$ cat src/rtl/sipo_pkg.sv
package sipo_pkg;

  // Default synchronizer depth for the slow control inputs.
  localparam int unsigned SIPO_SYNC_DEFAULT = 2;

  // Edge events found in one system clock cycle.
  typedef struct packed {
    logic store;
    logic shift;
  } sipo_evt_t;

endpackage

$ cat src/rtl/sipo_edge_sampler.sv
// Samples slow edge inputs and data through a synchronizer chain of
// DEPTH stages. Reports one-cycle rising-edge pulses for the edge inputs
// and the delayed data aligned with those pulses.
module sipo_edge_sampler #(
  parameter int unsigned EW    = 2,
  parameter int unsigned DW    = 1,
  parameter int unsigned DEPTH = 2
) (
  input  logic          clk,
  input  logic          rst_n,
  input  logic [EW-1:0] edge_raw,
  input  logic [DW-1:0] data_raw,
  output logic [EW-1:0] edge_rise,
  output logic [DW-1:0] data_lvl
);

  localparam int unsigned TW = EW + DW;

  logic [DEPTH-1:0][TW-1:0] pipe;
  logic [TW-1:0]            tail;
  logic [EW-1:0]            hist;

  always_ff @(posedge clk or negedge rst_n) begin
    if (!rst_n) begin
      pipe <= '0;
    end else begin
      pipe[0] <= {edge_raw, data_raw};
      for (int i = 1; i < DEPTH; i++) begin
        pipe[i] <= pipe[i-1];
      end
    end
  end

  assign tail = pipe[DEPTH-1];

  always_ff @(posedge clk or negedge rst_n) begin
    if (!rst_n) hist <= '0;
    else        hist <= tail[TW-1:DW];
  end

  assign edge_rise = tail[TW-1:DW] & ~hist;
  assign data_lvl  = tail[DW-1:0];

endmodule

$ cat src/rtl/sipo_shift_stage.sv
// Shift stage with an asynchronous clear. Bit 0 takes the serial input;
// the top bit is the cascade output.
module sipo_shift_stage #(
  parameter int unsigned WIDTH = 8
) (
  input  logic             clk,
  input  logic             clr_n,
  input  logic             adv,
  input  logic             ser,
  output logic [WIDTH-1:0] stage_q,
  output logic             tail_bit
);

  function automatic logic [WIDTH-1:0] step(input logic [WIDTH-1:0] cur,
                                            input logic b);
    return {cur[WIDTH-2:0], b};
  endfunction

  always_ff @(posedge clk or negedge clr_n) begin
    if (!clr_n)   stage_q <= '0;
    else if (adv) stage_q <= step(stage_q, ser);
  end

  assign tail_bit = stage_q[WIDTH-1];

endmodule

$ cat src/rtl/sipo_store_latch.sv
// Output latch, loaded in parallel from the shift stage.
module sipo_store_latch #(
  parameter int unsigned WIDTH = 8
) (
  input  logic             clk,
  input  logic             rst_n,
  input  logic             load,
  input  logic [WIDTH-1:0] d,
  output logic [WIDTH-1:0] q
);

  always_ff @(posedge clk or negedge rst_n) begin
    if (!rst_n)    q <= '0;
    else if (load) q <= d;
  end

endmodule

$ cat src/rtl/sipo_out_drive.sv
// Per-bit output stage: a drive enable plus a value that reads 0 when
// the bit is released.
module sipo_out_drive #(
  parameter int unsigned WIDTH = 8
) (
  input  logic             oe_n,
  input  logic [WIDTH-1:0] word,
  output logic [WIDTH-1:0] pin_val,
  output logic [WIDTH-1:0] pin_en
);

  for (genvar gb = 0; gb < WIDTH; gb++) begin : g_bit
    assign pin_en[gb]  = ~oe_n;
    assign pin_val[gb] = word[gb] & ~oe_n;
  end

endmodule

$ cat src/rtl/sipo_latch_reg.sv
module sipo_latch_reg
  import sipo_pkg::*;
#(
  parameter int unsigned WIDTH      = 8,
  parameter int unsigned SYNC_DEPTH = SIPO_SYNC_DEFAULT
) (
  input  logic             clk,
  input  logic             rst_n,
  input  logic             ser_in,
  input  logic             shift_clk,
  input  logic             store_clk,
  input  logic             clear_n,
  input  logic             out_en_n,
  output logic [WIDTH-1:0] par_q,
  output logic [WIDTH-1:0] par_drive,
  output logic             cascade_out
);

  localparam int unsigned EVW = $bits(sipo_evt_t);

  // Named internal events, brought out for the checker.
  sipo_evt_t        evt;
  logic [EVW-1:0]   evt_bits;
  logic             ser_s;
  logic             shift_rise;
  logic             store_rise;
  logic             stage_clr_n;
  logic [WIDTH-1:0] shift_q;
  logic [WIDTH-1:0] latch_q;

  sipo_edge_sampler #(
    .EW    (EVW),
    .DW    (1),
    .DEPTH (SYNC_DEPTH)
  ) u_sampler (
    .clk       (clk),
    .rst_n     (rst_n),
    .edge_raw  ({store_clk, shift_clk}),
    .data_raw  (ser_in),
    .edge_rise (evt_bits),
    .data_lvl  (ser_s)
  );

  assign evt        = sipo_evt_t'(evt_bits);
  assign shift_rise = evt.shift;
  assign store_rise = evt.store;

  // The clear and the system reset both empty the shift stage asynchronously.
  assign stage_clr_n = rst_n & clear_n;

  sipo_shift_stage #(.WIDTH(WIDTH)) u_shift (
    .clk      (clk),
    .clr_n    (stage_clr_n),
    .adv      (shift_rise),
    .ser      (ser_s),
    .stage_q  (shift_q),
    .tail_bit (cascade_out)
  );

  // The latch takes the shift stage as it was before any shift in the same cycle.
  sipo_store_latch #(.WIDTH(WIDTH)) u_latch (
    .clk   (clk),
    .rst_n (rst_n),
    .load  (store_rise),
    .d     (shift_q),
    .q     (latch_q)
  );

  sipo_out_drive #(.WIDTH(WIDTH)) u_drive (
    .oe_n    (out_en_n),
    .word    (latch_q),
    .pin_val (par_q),
    .pin_en  (par_drive)
  );

endmodule

$ cat config.mk
export PLATFORM = sky130hd
export DESIGN_NAME = sipo_latch_reg
export DESIGN_NICKNAME = d
export VERILOG_FILES = /design/src/rtl/sipo_pkg.sv /design/src/rtl/sipo_edge_sampler.sv /design/src/rtl/sipo_shift_stage.sv /design/src/rtl/sipo_store_latch.sv /design/src/rtl/sipo_out_drive.sv /design/src/rtl/sipo_latch_reg.sv
export SDC_FILE = /design/constraint.sdc
export NUM_CORES = 1
export LEC_CHECK = 0
export CORE_AREA = 3 3 54 56
export DETAILED_ROUTE_END_ITERATION = 16
export DIE_AREA = 0 0 57 59
export GPL_TIMING_DRIVEN = 0
export MAX_ROUTING_LAYER = met4
export PLACE_DENSITY = 0.74
export SLEW_MARGIN = 40
export SYNTH_ARGS = -nofsm -noshare
export SYNTH_HDL_FRONTEND = slang
export SYNTH_HIERARCHICAL = 1
export SYNTH_SLANG_ARGS = --single-unit
export TNS_END_PERCENT = 5
$ cat constraint.sdc
create_clock -name clk -period 1.43 [get_ports clk]
set_input_delay 0.2145 -clock clk [delete_from_list [all_inputs] [get_ports clk]]
set_output_delay 0.2145 -clock clk [all_outputs]
set_load 0.05 [all_outputs]
# Yosys cells after proc, flatten, opt, wreduce, memory -nomap -nowiden
# Cells that the tools add are included.
# Widths: inputs -> output; s select.
[op_classes] bitwise=12
[op_table] op="$and 1x1->1" count=9
[op_table] op="$and 2x2->2" count=1
[op_table] op="$not 2->2" count=1
[op_table] op="$not 1->1" count=1
[word_totals] ff_bits=24 output_inout_bits=17 input_bits=7

# Longest topological paths before layout
[depth] word_depth=2 mapped_depth=3

# Cells and area by module
# Netlist, hierarchy kept.
[modules_own_cells] mod="sipo_shift_stage" area_each_um2=339.1 instances=1 seq_area_each_um2=200.2 cells_per_inst=18
[modules_own_cells] mod="sipo_store_latch" area_each_um2=331.6 instances=1 seq_area_each_um2=200.2 cells_per_inst=17
[modules_own_cells] mod="sipo_edge_sampler" area_each_um2=227.7 instances=1 seq_area_each_um2=200.2 cells_per_inst=10
[modules_own_cells] mod="sipo_out_drive" area_each_um2=106.4 instances=1 seq_area_each_um2=0.0 cells_per_inst=16
[modules_own_cells] mod="sipo_latch_reg" area_each_um2=6.3 instances=1 seq_area_each_um2=0.0 cells_per_inst=1

# Least setup slack after synthesis
# OpenSTA, ideal clock, no wires.
[synth_path] path_kind="reg-to-output" startpoint="reg u_latch.q[0]" endpoint="out par_q[0]" setup_slack_ns=0.181 t_arrival_ns=1.035 path_stages_with_launch=2 cell_sequence="dfrtp_1 > nor2b_1"
[synth_between] elab_chain_len=1
[synth_rtl] element="start, declared" line_no="sipo_store_latch.sv:9" source="output logic [WIDTH-1:0] q"
[synth_rtl] element="start signal, assigned" line_no="sipo_store_latch.sv:13" source="if (!rst_n) q <= '0;"
[synth_rtl] element="start signal, assigned" line_no="sipo_store_latch.sv:14" source="else if (load) q <= d;"
[synth_rtl] element="$and 1x1->1" line_no="sipo_out_drive.sv:14" source="assign pin_val[gb] = word[gb] & ~oe_n;"
[synth_rtl] element="end, declared" line_no="sipo_latch_reg.sv:14" source="output logic [WIDTH-1:0] par_q,"
# No other way between the ends.

# Worst setup path in the final report
[layout_path] startpoint="reg u_latch.q[4]" endpoint="out par_q[4]"
# The elaborated chain is that of the path after synthesis.

==> flow_metrics.env <==
export IMPL_status="finished clean"
export IMPL_postCtsSetupRepairBufs=0
export IMPL_grt_use_total_pct=8.934
export IMPL_yosys_warnings=6
export IMPL_comb_power_share_pct=39.1
export IMPL_p_int_uw=1380
export IMPL_clkLatencyLatePin_ns=0.29
export IMPL_rsz0062_at_grt="true"
export IMPL_synth_fa_ha_area_share_pct=0
export IMPL_stdcell_count=118
export IMPL_multi_input_area_um2=324.1
export IMPL_p_sw_uw=702.9
export IMPL_synthSimpleGateAreaFrac_pct=8.292
export IMPL_cpMaxStageDelayCell="clkdlybuf4s15_2"
export IMPL_die_area_um2=3363
export IMPL_max_stage_delay_ns=0.38
export IMPL_power_share_switching_pct=33.75
export IMPL_row_count=18
export IMPL_hpwlAfterDp_um=1077
export IMPL_yosysSeqAreaShare_pct=59.41
export IMPL_via_per_inst=4.339
export IMPL_port_buffers=23
export IMPL_startpoint_type="flip-flop"
export IMPL_htree_levels=1
export IMPL_synth_top_family_by_area="multiplexers"
export IMPL_ys_types=8
export IMPL_diodes=0
export IMPL_powerDensity_nw_per_um2=1666
export IMPL_p_leak_uw=0.0006162
export IMPL_setup_viol=0
export IMPL_final_period_utilization_pct=95.20
export IMPL_cp_cell_sequence="nor2b_1, clkdlybuf4s15_2"
export IMPL_crit_type="flip-flop to output port"
export IMPL_drv_slew=0
export IMPL_fillers=226
export IMPL_layout_common_cells="dfrtp_1 (24), mux2_4 (16), buf_4 (14)"
export IMPL_critPathMaxFanout=2
export IMPL_peakVddDrop_v=0.0008027
export IMPL_seqPwrFrac_pct=48.3
export IMPL_cts_tree="done"
export IMPL_antenna_left=0
export IMPL_relSlewSlack_pct=54.31
export IMPL_yosys_mux_area_fraction_pct=23.76
export IMPL_drive_above_1_share_pct=55.68
export IMPL_hold_slack_ns=0.2715
export IMPL_min_path_type="input pin to asynchronous set/reset pin"
export IMPL_antenna_found_initial=0
export IMPL_fin_crit_ns=1.361
export IMPL_final_hold_viol_count=0
export IMPL_avgRoutedWirePerCell_um=11.59
export IMPL_initialDrtViolationCount=6
export IMPL_clock_path_buffers=2
export IMPL_ys_ff_latch=24
export IMPL_nets=97
export IMPL_seqCellArea_um2=600.6
export IMPL_crit_family="buffers and inverters"
export IMPL_cp_end_kind="output port"
export IMPL_num_vias=512
export IMPL_grt_max_degree=18
export IMPL_coreArea_um2=2477
export IMPL_synth_compound_area_share_pct=0
export IMPL_io_pins=24
export IMPL_fmax_mhz=734.6
export IMPL_gp_congestion=0.6899
export IMPL_cts_root_buf="clkbuf_4"
export IMPL_grt_pass1_vias=487
export IMPL_power_frac_clock_pct=12.6
export IMPL_syn_area_per_cell_um2=16.31
export IMPL_drc=0
export IMPL_syn_nets=69
export IMPL_die_x_um=57
export IMPL_cp_num_buf_inv=1
export IMPL_synthCells=62
export IMPL_fp_dieH_um=59
export IMPL_clock_sinks=24
export IMPL_cts_hold_repair_buffers=0
export IMPL_synth_xor_xnor_area_share_pct=0
export IMPL_path_clk_slew_ns=0.11
export IMPL_tightest_slew_ns=0.6833
export IMPL_areaGrowthSynthToFinish_pct=23.64
export IMPL_maxCapViolCount=0
export IMPL_routed_wirelength_um=1368
export IMPL_critical_path_required_ns=1.22
export IMPL_cts_inserted_buffers=3
export IMPL_first_pass_iters=3
export IMPL_grt_pass1_wl_um=2242
export IMPL_final_common_cell="dfrtp_1"
export IMPL_synth_area_um2=1011
export IMPL_initial_core_util_pct=40.81
export IMPL_skew_ns=0.007868
export IMPL_arrival_ns=1.15
export IMPL_overflow=0
export IMPL_place_inst=115
-- kinds of logic after synthesis --
kind of cell	count (synthesis)
and+or+nand+nor	11
buffers and inverters	11
muxes	16
DFF	24
-- worst paths after layout --
kind | startpoint | endpoint | slack [ns] | cells after the start
setup reg to reg | u_sampler/hist[1]$_DFF_PN0_ | u_latch/q[0]$_DFFE_PN0P_ | 0.33 | 3
min in group clk | store_clk | u_sampler/pipe[2]$_DFF_PN0_ | 0.34 | 1
hold reg to reg | u_sampler/pipe[0]$_DFF_PN0_ | u_sampler/tail[0]$_DFF_PN0_ | 0.36 | 0
setup / recovery | u_latch/q[4]$_DFFE_PN0P_ | par_q[4] | 0.07 | 2
hold / removal | clear_n | u_shift/stage_q[1]$_DFFE_PN0P_ | 0.27 | 2
max in group asynchronous | rst_n | u_shift/stage_q[3]$_DFFE_PN0P_ | 0.32 | 2
-- flip-flops by register name (all words and copies together) (netlist names) --
name and flops:
u_latch/q 8, u_shift/stage_q 8, u_sampler/pipe 3, u_sampler/tail 3, u_sampler/hist 2
-- metrics by stage --
stage	total power, uW	TNS, ns	utilization, %	setup slack [ns]	cell area, um^2
floorplan	1658	0	-	0.1805	1011
global placement	1882	-9.902	51.62	-0.7019	1279
detailed placement	1913	-10.77	51.62	-0.7682	1279
CTS	2148	0	53.28	0.0002427	1320
global route	2214	-0.007593	50.45	-0.007593	1250
finish	2083	0	50.45	0.06869	1250
-- power groups by stage --
stage / clock network, uW / registers, uW / logic [uW]
3_5_place_dp: 0 / 1030 / 884
2_1_floorplan: 0 / 1030 / 633
6_report: 262 / 1010 / 814
5_1_grt: 310 / 1040 / 865
3_3_place_gp: 0 / 1020 / 867
4_1_cts: 274 / 1010 / 859
-- layer usage --
layer	vias up	track usage, %	share of wire (%)
li1	247	-	-
met1	239	11.44	45
met2	24	14.03	44
met3	2	2.832	10
met4	0	1.987	0.88
met5	-	-	0
-- layout make-up --
type / instances / area share, %
repair buffers: 23 / 14.31
clock buffers: 3 / 1.802
well taps: 30 / 3.003
plain buffers: 10 / 6.607
inverters: 1 / 0.3003
flip-flops and latches: 24 / 48.05
multi-input cells: 27 / 25.93
-- cell usage after synthesis --
cell	count	area share (%)
nor2b_4	2	2.7
buf_6	2	2.2
buf_4	8	5.9
nor2b_1	8	5.0
and2_1	1	0.62
inv_1	1	0.37
dfrtp_1	24	59
mux2_4	16	24
-- what timing repair did --
action / 4_1_cts / 5_1_grt
setup endpoints to repair: 17 / 15
cloned: 0 / 0
gates resized for setup: 52 / 22
Power figures use the tool's default switching activity.
